[src/rtl/vreg_i2c_pkg.sv]
// Shared types and register indices for the regulator serial-bus target.
// Assumes register indices are compared as full 8-bit values.
package vreg_i2c_pkg;

    typedef enum logic [2:0] {
        ST_IDLE,
        ST_RX,
        ST_ACK,
        ST_TX,
        ST_WAIT
    } bus_state_t;

    typedef enum logic [1:0] {
        PH_DEV,
        PH_REG,
        PH_DATA
    } phase_t;

    localparam logic [7:0] RA_VSET0 = 8'h00;
    localparam logic [7:0] RA_VSET1 = 8'h01;
    localparam logic [7:0] RA_CTRL  = 8'h02;
    localparam logic [7:0] RA_IDV   = 8'h03;
    localparam logic [7:0] RA_IDR   = 8'h04;
    localparam logic [7:0] RA_MON   = 8'h05;

    localparam logic [7:0] ID_VENDOR_VAL = 8'h80;
    localparam logic [7:0] ID_REV_VAL    = 8'h0C;

endpackage

[src/rtl/vreg_i2c_filter.sv]
// Input conditioner for one bus line: a two-flop synchroniser, then a
// majority vote over DEPTH samples in fast mode, or the newest sample
// alone in high-speed mode. Assumes DEPTH is odd and at least 2.
module vreg_i2c_filter #(
    parameter int DEPTH = 3
) (
    input  logic clk,
    input  logic rst_n,
    input  logic hs_mode,
    input  logic line_in,
    output logic line_out
);
    localparam int CW = $clog2(DEPTH + 1);

    logic [1:0]       sync_q;
    logic [DEPTH-1:0] win_q;
    logic [CW-1:0]    ones;
    logic             vote;

    // Count the high samples in the window and take the majority.
    always_comb begin
        ones = '0;
        for (int i = 0; i < DEPTH; i++) begin
            ones = ones + CW'(win_q[i]);
        end
        vote = (ones > CW'(DEPTH / 2));
    end

    // Synchronise, shift the sample window and register the cleaned level.
    always_ff @(posedge clk) begin
        if (!rst_n) begin
            sync_q   <= '1;
            win_q    <= '1;
            line_out <= 1'b1;
        end else begin
            sync_q   <= {sync_q[0], line_in};
            win_q    <= {win_q[DEPTH-2:0], sync_q[1]};
            line_out <= hs_mode ? win_q[0] : vote;
        end
    end

endmodule

[src/rtl/vreg_i2c_link.sv]
// Bus protocol engine: detects START and STOP, shifts bytes in on SCL
// rising edges, drives ACK and read data after SCL falling edges, and
// recognises the high-speed master code without acknowledging it.
// Assumes scl and sda are already filtered and aligned to clk.
module vreg_i2c_link
    import vreg_i2c_pkg::*;
#(
    parameter logic [6:0] DEV_ADDR = 7'h60
) (
    input  logic       clk,
    input  logic       rst_n,
    input  logic       scl,
    input  logic       sda,
    input  logic [7:0] rd_data,
    output logic       sda_pull,
    output logic       hs_mode,
    output logic [7:0] reg_ptr,
    output logic       wr_en,
    output logic [7:0] wr_data
);
    bus_state_t state;
    phase_t     phase;
    logic       scl_q, sda_q;
    logic [7:0] shreg, txsh;
    logic [3:0] bitcnt;
    logic       rw, fresh, hs_armed;
    logic       is_start, is_stop, scl_rise, scl_fall;

    // Classify bus events from the previous and current filtered levels.
    always_comb begin
        is_start = scl && scl_q && sda_q && !sda;
        is_stop  = scl && scl_q && !sda_q && sda;
        scl_rise = scl && !scl_q;
        scl_fall = !scl && scl_q;
    end

    // Keep the previous filtered levels for edge detection.
    always_ff @(posedge clk) begin
        if (!rst_n) begin
            scl_q <= 1'b1;
            sda_q <= 1'b1;
        end else begin
            scl_q <= scl;
            sda_q <= sda;
        end
    end

    // Protocol state machine; STOP and START take priority over bit traffic.
    always_ff @(posedge clk) begin
        if (!rst_n) begin
            state    <= ST_IDLE;
            phase    <= PH_DEV;
            shreg    <= '0;
            txsh     <= '0;
            bitcnt   <= '0;
            rw       <= 1'b0;
            fresh    <= 1'b0;
            hs_armed <= 1'b0;
            hs_mode  <= 1'b0;
            sda_pull <= 1'b0;
            reg_ptr  <= '0;
            wr_en    <= 1'b0;
            wr_data  <= '0;
        end else begin
            wr_en <= 1'b0;
            if (is_stop) begin
                state    <= ST_IDLE;
                sda_pull <= 1'b0;
                hs_mode  <= 1'b0;
                hs_armed <= 1'b0;
            end else if (is_start) begin
                state    <= ST_RX;
                phase    <= PH_DEV;
                bitcnt   <= '0;
                sda_pull <= 1'b0;
                fresh    <= (state == ST_IDLE);
                if (hs_armed) begin
                    hs_mode  <= 1'b1;
                    hs_armed <= 1'b0;
                end
            end else begin
                case (state)
                    ST_RX: begin
                        if (scl_rise && bitcnt != 4'd8) begin
                            shreg  <= {shreg[6:0], sda};
                            bitcnt <= bitcnt + 4'd1;
                        end else if (scl_fall && bitcnt == 4'd8) begin
                            fresh <= 1'b0;
                            case (phase)
                                PH_DEV: begin
                                    if (fresh && shreg[7:3] == 5'b00001) begin
                                        hs_armed <= 1'b1;
                                        state    <= ST_WAIT;
                                    end else if (shreg[7:1] == DEV_ADDR) begin
                                        rw       <= shreg[0];
                                        sda_pull <= 1'b1;
                                        state    <= ST_ACK;
                                    end else begin
                                        state <= ST_WAIT;
                                    end
                                end
                                PH_REG: begin
                                    reg_ptr  <= shreg;
                                    sda_pull <= 1'b1;
                                    state    <= ST_ACK;
                                end
                                default: begin
                                    wr_en    <= 1'b1;
                                    wr_data  <= shreg;
                                    sda_pull <= 1'b1;
                                    state    <= ST_ACK;
                                end
                            endcase
                        end
                    end
                    ST_ACK: begin
                        if (scl_fall) begin
                            bitcnt <= '0;
                            if (phase == PH_DEV && rw) begin
                                txsh     <= rd_data;
                                sda_pull <= ~rd_data[7];
                                state    <= ST_TX;
                            end else begin
                                sda_pull <= 1'b0;
                                case (phase)
                                    PH_DEV:  begin phase <= PH_REG;  state <= ST_RX; end
                                    PH_REG:  begin phase <= PH_DATA; state <= ST_RX; end
                                    default: state <= ST_WAIT;
                                endcase
                            end
                        end
                    end
                    ST_TX: begin
                        if (scl_fall) begin
                            if (bitcnt == 4'd7) begin
                                sda_pull <= 1'b0;
                                state    <= ST_WAIT;
                            end else begin
                                sda_pull <= ~txsh[6];
                                txsh     <= {txsh[6:0], 1'b0};
                                bitcnt   <= bitcnt + 4'd1;
                            end
                        end
                    end
                    default: ;
                endcase
            end
        end
    end

    AST_HS_NEEDS_CODE: assert property (@(posedge clk) disable iff (!rst_n)
        $rose(hs_mode) |-> $past(hs_armed));
    AST_QUIET_WHEN_IDLE: assert property (@(posedge clk) disable iff (!rst_n)
        (state == ST_IDLE || state == ST_WAIT) |-> !sda_pull);
    AST_WRITE_AFTER_BYTE: assert property (@(posedge clk) disable iff (!rst_n)
        wr_en |-> $past(state == ST_RX && phase == PH_DATA && bitcnt == 4'd8));

endmodule

[src/rtl/vreg_i2c_regs.sv]
// Register storage and read multiplexer for the regulator controls.
// Writable slots 0..2, fixed identification bytes 3..4, status slot 5.
// Assumes wr_en is a single-cycle strobe qualified by the protocol engine.
module vreg_i2c_regs
    import vreg_i2c_pkg::*;
#(
    parameter logic [5:0] DEF_VCODE = 6'd44
) (
    input  logic       clk,
    input  logic       rst_n,
    input  logic       wr_en,
    input  logic [7:0] addr,
    input  logic [7:0] wr_data,
    input  logic       pgood_in,
    output logic [7:0] rd_data,
    output logic [7:0] vset0_q,
    output logic [7:0] vset1_q,
    output logic [7:0] ctrl_q
);
    localparam logic [7:0] VSET_DEF = {2'b10, DEF_VCODE};

    logic pg_q;

    // Store writes to the writable slots; other indices are dropped.
    always_ff @(posedge clk) begin
        if (!rst_n) begin
            vset0_q <= VSET_DEF;
            vset1_q <= VSET_DEF;
            ctrl_q  <= '0;
        end else if (wr_en) begin
            case (addr)
                RA_VSET0: vset0_q <= wr_data;
                RA_VSET1: vset1_q <= wr_data;
                RA_CTRL:  ctrl_q  <= {wr_data[7:4], 4'b0000};
                default: ;
            endcase
        end
    end

    // Capture the power-good status every cycle.
    always_ff @(posedge clk) begin
        if (!rst_n) pg_q <= 1'b0;
        else        pg_q <= pgood_in;
    end

    // Select the byte returned for the current index.
    always_comb begin
        case (addr)
            RA_VSET0: rd_data = vset0_q;
            RA_VSET1: rd_data = vset1_q;
            RA_CTRL:  rd_data = ctrl_q;
            RA_IDV:   rd_data = ID_VENDOR_VAL;
            RA_IDR:   rd_data = ID_REV_VAL;
            RA_MON:   rd_data = {pg_q, 7'b0};
            default:  rd_data = 8'h00;
        endcase
    end

    AST_VSET0_TAKES_DATA: assert property (@(posedge clk) disable iff (!rst_n)
        (wr_en && addr == RA_VSET0) |=> vset0_q == $past(wr_data));
    AST_RO_NO_EFFECT: assert property (@(posedge clk) disable iff (!rst_n)
        (wr_en && addr > RA_CTRL) |=> ($stable(vset0_q) && $stable(vset1_q) && $stable(ctrl_q)));

endmodule

[src/rtl/vreg_i2c_target.sv]
// Top level: two line filters, the protocol engine and the register file.
// Chip enable low acts as a reset for everything inside the block.
// Assumes scl_i and sda_i carry the wired bus levels.
module vreg_i2c_target #(
    parameter logic [6:0] DEV_ADDR  = 7'h60,
    parameter int         FLT_DEPTH = 3,
    parameter logic [5:0] DEF_VCODE = 6'd44
) (
    input  logic       clk,
    input  logic       rst_n,
    input  logic       chip_en,
    input  logic       scl_i,
    input  logic       sda_i,
    input  logic       pgood_i,
    output logic       sda_pull_o,
    output logic       hs_mode_o,
    output logic [7:0] vset0_o,
    output logic [7:0] vset1_o,
    output logic [7:0] ctrl_o
);
    localparam logic [7:0] VSET_DEF = {2'b10, DEF_VCODE};

    logic       live_n;
    logic       scl_f, sda_f;
    logic [7:0] rd_data, reg_ptr, wr_data;
    logic       wr_en;

    assign live_n = rst_n & chip_en;

    vreg_i2c_filter #(.DEPTH(FLT_DEPTH)) u_scl_flt (
        .clk(clk), .rst_n(live_n), .hs_mode(hs_mode_o),
        .line_in(scl_i), .line_out(scl_f)
    );

    vreg_i2c_filter #(.DEPTH(FLT_DEPTH)) u_sda_flt (
        .clk(clk), .rst_n(live_n), .hs_mode(hs_mode_o),
        .line_in(sda_i), .line_out(sda_f)
    );

    vreg_i2c_link #(.DEV_ADDR(DEV_ADDR)) u_link (
        .clk(clk), .rst_n(live_n), .scl(scl_f), .sda(sda_f),
        .rd_data(rd_data), .sda_pull(sda_pull_o), .hs_mode(hs_mode_o),
        .reg_ptr(reg_ptr), .wr_en(wr_en), .wr_data(wr_data)
    );

    vreg_i2c_regs #(.DEF_VCODE(DEF_VCODE)) u_regs (
        .clk(clk), .rst_n(live_n), .wr_en(wr_en), .addr(reg_ptr),
        .wr_data(wr_data), .pgood_in(pgood_i), .rd_data(rd_data),
        .vset0_q(vset0_o), .vset1_q(vset1_o), .ctrl_q(ctrl_o)
    );

    AST_OFF_HOLDS_DEFAULT: assert property (@(posedge clk) disable iff (!rst_n)
        !chip_en |=> (vset0_o == VSET_DEF && vset1_o == VSET_DEF && !sda_pull_o && !hs_mode_o));

endmodule

[config.mk]
export PLATFORM = sky130hd
export DESIGN_NAME = vreg_i2c_target
export DESIGN_NICKNAME = d
export VERILOG_FILES = /design/src/rtl/vreg_i2c_pkg.sv /design/src/rtl/vreg_i2c_filter.sv /design/src/rtl/vreg_i2c_link.sv /design/src/rtl/vreg_i2c_regs.sv /design/src/rtl/vreg_i2c_target.sv
export SDC_FILE = /design/constraint.sdc
export NUM_CORES = 1
export LEC_CHECK = 0
export ABC_AREA = 1
export BUFFER_PORTS_ARGS = -buffer_cell sky130_fd_sc_hd__buf_2
export CAP_MARGIN = 5
export CORE_MARGIN = 1
export CORE_UTILIZATION = 50
export CTS_CLUSTER_SIZE = 40
export DETAILED_ROUTE_END_ITERATION = 10
export HOLD_SLACK_MARGIN = 0.12
export PLACE_DENSITY = 0.69
export SETUP_SLACK_MARGIN = 0.05
export SLEW_MARGIN = 20
export SYNTH_ARGS = -nofsm -noshare
export SYNTH_HDL_FRONTEND = slang
export SYNTH_SLANG_ARGS = --single-unit
[constraint.sdc]
create_clock -name clk -period 2.88 [get_ports clk]
set_input_delay 0.864 -clock clk [delete_from_list [all_inputs] [get_ports clk]]
set_output_delay 0.864 -clock clk [all_outputs]
set_load 0.1 [all_outputs]
==> flow_summary_export.csv, run 1 <==
group,metric,value,unit
synth,synth_seq_area_share,45.0,%
clock_tree,cts-root-to-sink-buffers,2,
setup_path,critPathBufInv,1,
sta,timing.final.crit_share,70.7,%
clock_tree,cts-htree-levels,3,
synth,post-synth-top-area-cell,"sky130_fd_sc_hd__dfxtp_1",
global_route,grt_start_max_net_pins,54,
sta,maxClockFrequency,491,MHz
power_and_ir_drop,leakage,1.84,nW
synth,synth_enable_flop_cells,0,
clock_tree,cts.repair.resized,0,
synth,proportion_of_netlist_area_held_by_the_largest_area_contributor,45.0,%
setup_path,critical_path.startpoint_type,"flip-flop",
route,postRouteAntennaNets,0,
global_route,grt_most_used_layer,"met2",
setup_path,worst-setup-path-type,"reg2out",
place,dp_hpwl,5.46,mm
sta,rsz_0062_raised_after_global_routing,"no",
sta,timing.clock.skew,0.00535,ns
final_layout,n_antenna_cell,0,
die,die-height,86.9,um
die,start_util,52.5,%
setup_path,critPathArrivalTime,1.17,ns
global_route,grt_pass1_wl,13.0,mm
power_and_ir_drop,max-vdd-ir-drop,0.000329,V
sta,report.final.hold_viol_count,0,
power_and_ir_drop,total_power,0.00208,W
job,max-cap-violations,0,
synth,flip_flop_and_latch_count_after_synthesis,81,
global_route,groute.layer.met2.usage,36.6,%
route,vias_per_cell,5.05,
synth,synth.top_cells.by_area,"sky130_fd_sc_hd__dfxtp_1 45%, sky130_fd_sc_hd__nand2_1 10%, sky130_fd_sc_hd__nor2_1 6.0%, sky130_fd_sc_hd__a21oi_1 5.8%, sky130_fd_sc_hd__inv_1 5.1%",
clock_tree,tritoncts,"done",
setup_path,max_stage_delay,0.44,ns
synth,synth_ff_type,"sky130_fd_sc_hd__dfxtp_1",
synth,yosysMostFrequentCell,"sky130_fd_sc_hd__nand2_1",
die,fp.coreArea,6870,um2
synth,netlist_area,3610,um2
synth,yosys-top-cells-count,"99 x sky130_fd_sc_hd__nand2_1, 81 x sky130_fd_sc_hd__dfxtp_1, 58 x sky130_fd_sc_hd__nor2_1, 49 x sky130_fd_sc_hd__inv_1, 42 x sky130_fd_sc_hd__a21oi_1",
route,detailroute.via_count,3102,
synth,syn-instance-count,487,
place,gpl.final_weighted_congestion,0.906,
route,number_of_search_and_repair_iterations_in_the_first_detailed_routing_pass,4,
global_route,globalRoute.totalOverflow,0,
sta,setup_violations,0,
clock_tree,clock_tree.root_cell,"sky130_fd_sc_hd__clkbuf_8",
final_layout,num-nets-final,525,
synth,postSynthAreaPerCell,7.40,um2
route,drc,0,
global_route,track_usage,22.2,%
clock_tree,clk_transition_reported_paths,0.08,ns
die,die_width,86.9,um
sta,min_period,2.04,ns
global_route,antenna_violations_before_repair,0,
setup_path,cell_with_the_largest_stage_delay_on_the_worst_path,"sky130_fd_sc_hd__buf_2",
route,wire_length_per_cell_after_detailed_routing,12.4,um
setup_path,critical_path.endpoint_type,"output pin",
worst_hold_path,min-delay-path-class,"reg2reg",
setup_path,timing.critical_path.cells,"buf_2",
route,wirelength,7.63,mm
clock_tree,cts_hold_repair.buffers,0,
clock_tree,clock_latency,0.35,ns
setup_path,critical_path.max_fanout,3,
synth,synthesis.yosys.warnings,0,
sta,timing.final.max_slew_violations,0,
power_and_ir_drop,power_per_cell_area,517,nW/um2
global_route,vias_in_the_first_global_route,2783,
final_layout,final_layout_size_suffix_gt1_share,17.6,%
global_route,grtUsageMet3,3.70,%
clock_tree,cts_sinks,81,
setup_path,crit_family,"buffers and inverters",
global_route,use_met1,28.2,%
setup_path,data_required_time_at_the_worst_endpoint,2.02,ns
place,numPortBuffers,27,
die,die-area,7560,um2
clock_tree,cts-buffers-inserted,9,
run_status,status,"finished, final reports clean",
die,rows,30,
clock_tree,post_cts_buffers,0,
sta,final.setup.tns,0,ns
synth,ys_async_sr_fraction,0,%
route,drt-initial-drc-count,123,
die,num_io_pins,32,
synth,synth.distinct_cells,35,
final_layout,flow.area_growth_from_synthesis,11.8,%
[per-layer routing]
metal	vias to the layer above	routed length, um	share of wire (%)
li1	1621	-	-
met1	1411	3680	48
met2	53	3500	46
met3	17	241	3.2
met4	0	198	2.6
met5	-	0	0
[final cells by class]
class	instances	area (um2)
clock buffer	11	151
clock inverter	3	65.1
fill	650	2840
inverter	59	224
multi-input combinational	334	1680
sequential	81	1620
tap	96	120
timing repair buffer	30	170
[kinds of logic after synthesis]
family | synth area share [%]
other | 0.104
adders and majority gates | 1.39
xor gates and xnor gates | 0.243
DFF | 45.0
buffers and inverters | 8.74
and+or+nand+nor | 29.0
AOI/OAI and AO/OA | 15.5
[cells in the final DEF (no fill, tap or decap), types with 3 or more instances in the layout]
cell type and n:
sky130_fd_sc_hd__clkbuf_8 11, sky130_fd_sc_hd__nand2_1 99, sky130_fd_sc_hd__nor2_2 6, sky130_fd_sc_hd__ha_1 4
sky130_fd_sc_hd__o21ai_0 29, sky130_fd_sc_hd__o21ai_1 16, sky130_fd_sc_hd__dfxtp_1 81, sky130_fd_sc_hd__inv_1 49
sky130_fd_sc_hd__nand4_1 4, sky130_fd_sc_hd__a21oi_2 4, sky130_fd_sc_hd__inv_2 8, sky130_fd_sc_hd__clkinv_2 3
sky130_fd_sc_hd__buf_2 27, sky130_fd_sc_hd__o211ai_1 10, sky130_fd_sc_hd__or2_2 9, sky130_fd_sc_hd__nand3_1 24
sky130_fd_sc_hd__nor2_1 58, sky130_fd_sc_hd__nand3_2 4, sky130_fd_sc_hd__conb_1 4, sky130_fd_sc_hd__a21oi_1 42
sky130_fd_sc_hd__nand2_2 4, sky130_fd_sc_hd__nor2_4 4
[path summary, 6_finish.rpt]
path / from / endpoint / slack (ns) / cells after the start
setup / recovery: u_regs.vset1_q[0]$_SDFFE_PN0P_ / vset1_o[0] / 0.84 / 1
hold / removal: u_sda_flt.sync_q[1]$_SDFF_PN1_ / u_sda_flt.win_q[0]$_SDFF_PN1_ / 0.41 / 1
setup reg to reg: u_link.bitcnt[0]$_SDFFE_PN0P_ / u_link.wr_data[5]$_SDFFE_PN0P_ / 1.21 / 9
hold reg to reg: u_sda_flt.sync_q[1]$_SDFF_PN1_ / u_sda_flt.win_q[0]$_SDFF_PN1_ / 0.41 / 1
[sequential cells by signal (all words and copies together) (netlist names), 2 cells and up]
signal,count
u_link.phase,2
u_scl_flt.sync_q,2
u_link.shreg,8
u_regs.vset1_q,8
u_link.wr_data,8
u_regs.ctrl_q,4
u_link.reg_ptr,8
u_scl_flt.win_q,3
u_regs.vset0_q,8
u_sda_flt.sync_q,2
u_link.txsh,7
u_link.bitcnt,4
u_link.state,3
u_sda_flt.win_q,3
[stage by stage]
| stage | instances | hold slack, ns | setup WS [ns] | area, um2 | utilization (%) |
|---|---|---|---|---|---|
| final | 614 | 0.415 | 0.845 | 4030 | 58.7 |
| after global routing | 614 | 0.426 | 0.784 | 4030 | 58.7 |
| after CTS | 614 | 0.416 | 0.834 | 4030 | 58.7 |
| after detailed placement | 600 | 0.398 | 1.02 | 3820 | 55.6 |
| after global placement | 600 | 0.394 | 1.05 | 3820 | 55.6 |
| after floorplan | 490 | 0.393 | 1.08 | 3620 | - |
[report_power, final]
part	total, W	leakage [nW]	switching (W)	internal, W
combinational	0.0000572	1.07	0.0000453	0.0000119
clock	0.000905	0.111	0.000381	0.000525
sequential	0.00112	0.654	0.000000688	0.00112
Note: power is estimated with default switching activity, not from simulation.
==> inputs of run 2 (changes only) <==
Clock period 2.88 ns to 2.1 ns, I/O delays scaled along.
==> flow_summary_export.csv, run 2 (synthesis gave the netlist of run 1 again) <==
group,metric,value,unit
run_status,status,"finished, final reports clean",
route,wirelength,7.64,mm
die,die-height,86.9,um
sta,setup_violations,0,
final_layout,seq_area,1620,um2
setup_path,critPathCapture,"vset1_o[0]",
sta,timing.clock.skew,0.00652,ns
setup_path,worst-setup-path-type,"reg2out",
sta,timing.final.max_slew_violations,0,
place,gpl.final_weighted_congestion,0.881,
power_and_ir_drop,max-vdd-ir-drop,0.000470,V
global_route,track_usage,22.5,%
clock_tree,clk_transition_reported_paths,0.08,ns
clock_tree,cts_sinks,81,
clock_tree,cts_hold_repair.buffers,0,
clock_tree,cts.repair.resized,0,
clock_tree,clock_tree.root_cell,"sky130_fd_sc_hd__clkbuf_8",
setup_path,data_required_time_at_the_worst_endpoint,1.47,ns
setup_path,critical_path.max_fanout,3,
setup_path,timing.critical_path.cells,"buf_2",
setup_path,critical_path_depth,1,
setup_path,crit_family,"buffers and inverters",
setup_path,critical_path.endpoint_type,"output pin",
route,detailroute.via_count,3099,
global_route,grt_pass1_wl,13.1,mm
final_layout,multiInputGateArea,1680,um2
sta,min_period,1.79,ns
die,die-area,7560,um2
setup_path,critPathArrivalTime,1.16,ns
clock_tree,clock_latency,0.35,ns
die,start_util,52.5,%
route,drc,0,
setup_path,max_stage_delay,0.45,ns
final_layout,leading_cell_type_in_the_layout_fill_and_taps_excluded,"sky130_fd_sc_hd__nand2_1",
clock_tree,post_cts_buffers,0,
route,number_of_search_and_repair_iterations_in_the_first_detailed_routing_pass,4,
clock_tree,cts-root-to-sink-buffers,2,
place,dp_hpwl,5.50,mm
global_route,grt_start_max_net_pins,50,
die,fp.coreArea,6870,um2
job,max-cap-violations,0,
power_and_ir_drop,power_per_cell_area,649,nW/um2
place,numPortBuffers,27,
final_layout,final_layout_size_suffix_gt1_share,17.5,%
setup_path,reg2reg_setup_slack,0.47,ns
setup_path,crit-reg2reg-capture,"u_link.wr_data[6]$_SDFFE_PN0P_",
clock_tree,cts-htree-levels,3,
power_and_ir_drop,leakage,1.81,nW
clock_tree,cts-buffers-inserted,9,
clock_tree,tritoncts,"done",
route,wire_length_per_cell_after_detailed_routing,12.4,um
final_layout,flow.area_growth_from_synthesis,10.5,%
final_layout,n_antenna_cell,0,
sta,report.final.hold_viol_count,0,
sta,maxClockFrequency,557,MHz
die,num_io_pins,32,
setup_path,crit_path_start,"u_regs.vset1_q[0]$_SDFFE_PN0P_",
final_layout,layout.cells.most_common_list,"99 x sky130_fd_sc_hd__nand2_1, 81 x sky130_fd_sc_hd__dfxtp_1, 58 x sky130_fd_sc_hd__nor2_1, 49 x sky130_fd_sc_hd__inv_1, 42 x sky130_fd_sc_hd__a21oi_1",
final_layout,num-nets-final,526,
final_layout,finalCoreUtilization,58.0,%
setup_path,critical_path.startpoint_type,"flip-flop",
global_route,globalRoute.totalOverflow,0,
route,postRouteAntennaNets,0,
die,rows,30,
setup_path,worst-r2r-cell-count,9,
setup_path,cell_with_the_largest_stage_delay_on_the_worst_path,"sky130_fd_sc_hd__buf_2",
worst_hold_path,min-delay-path-class,"reg2reg",
sta,timing.final.crit_share,85.4,%
route,drt-initial-drc-count,195,
global_route,vias_in_the_first_global_route,2848,
global_route,antenna_violations_before_repair,0,
sta,final.setup.tns,0,ns
setup_path,worst_r2r_startpoint,"u_link.bitcnt[0]$_SDFFE_PN0P_",
die,die_width,86.9,um
final_layout,filler_cell_count,683,
setup_path,critPathBufInv,1,
route,vias_per_cell,5.03,
sta,rsz_0062_raised_after_global_routing,"no",
==> run 2: cell count changes in the layout (fill, tap and decap cells not counted), sizes merged <==
cell / change
clkinv: +1
buf: +1
clkbuf: +1
bufinv: -2
clkinvlp: +1
==> run 2: where the power goes <==
part,internal (W),switching (W)
registers,0.00154,0.000000937
clock network,0.000452,0.000516
logic,0.0000175,0.0000624
==> run 2: cell type report <==
type,instances,area share (%)
Multi-Input combinational cell,334,42.2
Timing Repair Buffer,31,4.46
Clock buffer,12,3.64
Clock inverter,3,0.439
Sequential cell,81,40.7
Inverter,59,5.62
Tap cell,96,3.01
==> run 2: through the flow <==
stage | worst slack [ns] | total power [W] | area [um2] | instances | hold slack, ns
global route | 0.233 | 0.00270 | 3990 | 616 | 0.432
finish | 0.306 | 0.00259 | 3990 | 616 | 0.416
CTS | 0.296 | 0.00262 | 3990 | 616 | 0.419
detailed placement | 0.490 | 0.00166 | 3820 | 601 | 0.402
global placement | 0.545 | 0.00165 | 3820 | 601 | 0.394
floorplan | 0.518 | 0.00164 | 3620 | 490 | 0.393
==> run 2: worst min-delay path by stage <==
stage / startpoint / end / slack (ns) / cells past startpoint
floorplan: u_scl_flt.sync_q[0]$_SDFF_PN1_ / u_scl_flt.sync_q[1]$_SDFF_PN1_ / 0.39 / 1
global placement: u_sda_flt.sync_q[0]$_SDFF_PN1_ / u_sda_flt.sync_q[1]$_SDFF_PN1_ / 0.39 / 1
detailed placement: u_sda_flt.sync_q[1]$_SDFF_PN1_ / u_sda_flt.win_q[0]$_SDFF_PN1_ / 0.40 / 1
CTS: u_sda_flt.sync_q[1]$_SDFF_PN1_ / u_sda_flt.win_q[0]$_SDFF_PN1_ / 0.42 / 1
global route: u_sda_flt.sync_q[0]$_SDFF_PN1_ / u_sda_flt.sync_q[1]$_SDFF_PN1_ / 0.43 / 1
finish: u_sda_flt.sync_q[0]$_SDFF_PN1_ / u_sda_flt.sync_q[1]$_SDFF_PN1_ / 0.42 / 1
==> run 2: layer usage <==
layer	global-route usage [%]	vias up	part of all wire (%)
met1	27.8	1402	47
met5	0	-	0
met4	7.58	0	1.8
met3	5.88	12	4.1
li1	-	1619	-
met2	37.9	66	47
==> run 2: worst register-to-register path, cell delays in order, from the launching register on <==
cell                      delay (ns)
sky130_fd_sc_hd__dfxtp_1        0.34
sky130_fd_sc_hd__inv_1          0.08
sky130_fd_sc_hd__ha_1           0.16
sky130_fd_sc_hd__nand2_1        0.06
sky130_fd_sc_hd__nor2_1         0.12
sky130_fd_sc_hd__nand3_2        0.11
sky130_fd_sc_hd__nor2_2         0.18
sky130_fd_sc_hd__nand2_2        0.20
sky130_fd_sc_hd__o21ai_0        0.22
sky130_fd_sc_hd__a21oi_1        0.05
==> inputs of run 3 (changes only) <==
Settings changed: REMOVE_ABC_BUFFERS set to 1.
==> flow_summary_export.csv, run 3 (synthesis gave the netlist of run 1 again) <==
group,metric,value,unit
die,rows,30,
place,dp_hpwl,5.55,mm
setup_path,data_required_time_at_the_worst_endpoint,1.47,ns
route,wirelength,7.67,mm
clock_tree,cts-buffers-inserted,9,
global_route,vias_in_the_first_global_route,2879,
clock_tree,cts-root-to-sink-buffers,2,
setup_path,critical_path.max_fanout,3,
place,numPortBuffers,27,
clock_tree,post_cts_buffers,0,
sta,setup_violations,0,
place,cell_count_after_placement,601,
final_layout,multiInputGateArea,1680,um2
worst_hold_path,min-delay-path-class,"reg2reg",
final_layout,layout.cells.most_common_list,"99 x sky130_fd_sc_hd__nand2_1, 81 x sky130_fd_sc_hd__dfxtp_1, 58 x sky130_fd_sc_hd__nor2_1, 49 x sky130_fd_sc_hd__inv_1, 42 x sky130_fd_sc_hd__a21oi_1",
die,die_width,86.9,um
final_layout,num-nets-final,526,
worst_hold_path,hold_start,"u_scl_flt.sync_q[0]$_SDFF_PN1_",
power_and_ir_drop,power_per_cell_area,715,nW/um2
clock_tree,cts-htree-levels,3,
die,die-area,7560,um2
power_and_ir_drop,max-vdd-ir-drop,0.000399,V
die,num_io_pins,32,
final_layout,n_antenna_cell,0,
clock_tree,cts_sinks,81,
sta,min_period,1.80,ns
global_route,grt_start_max_net_pins,45,
global_route,track_usage,22.2,%
run_status,status,"finished, final reports clean",
clock_tree,clk_transition_reported_paths,0.08,ns
final_layout,final_layout_size_suffix_gt1_share,17.9,%
final_layout,flow.area_growth_from_synthesis,11.8,%
setup_path,critPathBufInv,1,
sta,maxClockFrequency,554,MHz
clock_tree,clock_latency,0.36,ns
route,drc,0,
route,postRouteAntennaNets,0,
power_and_ir_drop,total_power,0.00288,W
final_layout,leading_cell_type_in_the_layout_fill_and_taps_excluded,"sky130_fd_sc_hd__nand2_1",
power_and_ir_drop,leakage,1.84,nW
place,gpl.final_weighted_congestion,0.880,
setup_path,worst-r2r-cell-count,9,
sta,report.final.hold_viol_count,0,
die,fp.coreArea,6870,um2
setup_path,max_stage_delay,0.44,ns
setup_path,worst_r2r_startpoint,"u_link.bitcnt[0]$_SDFFE_PN0P_",
setup_path,timing.critical_path.cells,"buf_2",
route,drt-initial-drc-count,199,
global_route,globalRoute.totalOverflow,0,
clock_tree,cts.repair.resized,0,
sta,timing.clock.skew,0.0123,ns
global_route,antenna_violations_before_repair,0,
setup_path,critPathArrivalTime,1.17,ns
final_layout,finalNonFillerCells,617,
setup_path,crit-reg2reg-capture,"u_link.wr_data[6]$_SDFFE_PN0P_",
setup_path,cell_with_the_largest_stage_delay_on_the_worst_path,"sky130_fd_sc_hd__buf_2",
die,die-height,86.9,um
sta,timing.final.crit_share,85.9,%
route,vias_per_cell,5.09,
die,start_util,52.5,%
sta,rsz_0062_raised_after_global_routing,"no",
clock_tree,cts_hold_repair.buffers,0,
setup_path,critical_path.endpoint_type,"output pin",
setup_path,crit_family,"buffers and inverters",
clock_tree,clock_tree.root_cell,"sky130_fd_sc_hd__clkbuf_8",
worst_hold_path,holdPathEnd,"u_scl_flt.sync_q[1]$_SDFF_PN1_",
route,wire_length_per_cell_after_detailed_routing,12.4,um
sta,timing.final.max_slew_violations,0,
route,detailroute.via_count,3139,
global_route,grt_pass1_wl,13.0,mm
job,max-cap-violations,0,
setup_path,reg2reg_setup_slack,0.39,ns
setup_path,critical_path.startpoint_type,"flip-flop",
worst_hold_path,whs_path_depth,1,
route,number_of_search_and_repair_iterations_in_the_first_detailed_routing_pass,4,
final_layout,seq_area,1620,um2
final_layout,filler_cell_count,673,
clock_tree,tritoncts,"done",
setup_path,worst-setup-path-type,"reg2out",
run 3: power by group:
part           switching [W]  total [W]  internal (W)  leakage (nW)
clock network       0.000566    0.00127      0.000701         0.113
logic              0.0000624  0.0000774     0.0000150          1.07
registers        0.000000955    0.00154       0.00154         0.654
total               0.000629    0.00288       0.00225          1.84
run 3: how the worst max path moves through the flow:
stage	slack (ns)	end	startpoint	depth (start not counted)
final	0.30	vset0_o[6]	u_regs.vset0_q[6]$_SDFFE_PN0P_	1
after global routing	0.21	u_link.wr_data[6]$_SDFFE_PN0P_	u_link.bitcnt[0]$_SDFFE_PN0P_	9
after CTS	0.28	vset1_o[2]	u_regs.vset1_q[2]$_SDFFE_PN1P_	1
after detailed placement	0.39	u_link.wr_data[6]$_SDFFE_PN0P_	u_link.bitcnt[0]$_SDFFE_PN0P_	9
after global placement	0.47	u_link.wr_data[5]$_SDFFE_PN0P_	u_link.bitcnt[0]$_SDFFE_PN0P_	9
after floorplan	-0.03	u_link.sda_pull$_SDFFE_PP0P_	rst_n	6
run 3: cell type report:
cell class	instances	share of cell area [%]
Clock buffer	11	3.51
Sequential cell	81	40.2
Timing Repair Buffer	31	4.10
Multi-Input combinational cell	334	41.7
Inverter	59	5.56
Clock inverter	5	1.96
Tap cell	96	2.98
run 3: per-stage QoR:
stage	utilization, %	hold WS [ns]	instance area, um2	setup WS, ns	setup TNS [ns]
after global routing	58.7	0.443	4030	0.214	0
after detailed placement	55.5	0.402	3810	0.386	0
final	58.7	0.421	4030	0.296	0
after floorplan	-	0.393	3530	-0.0346	-0.0346
after CTS	58.7	0.425	4030	0.285	0
after global placement	55.5	0.394	3810	0.475	0
run 3: metal layers:
metal,vias up,wire [um],track usage (%)
met3,11,340,3.70
met4,0,144,9.85
li1,1629,-,-
met1,1428,3670,28.8
met2,71,3520,36.5
met5,-,0,0
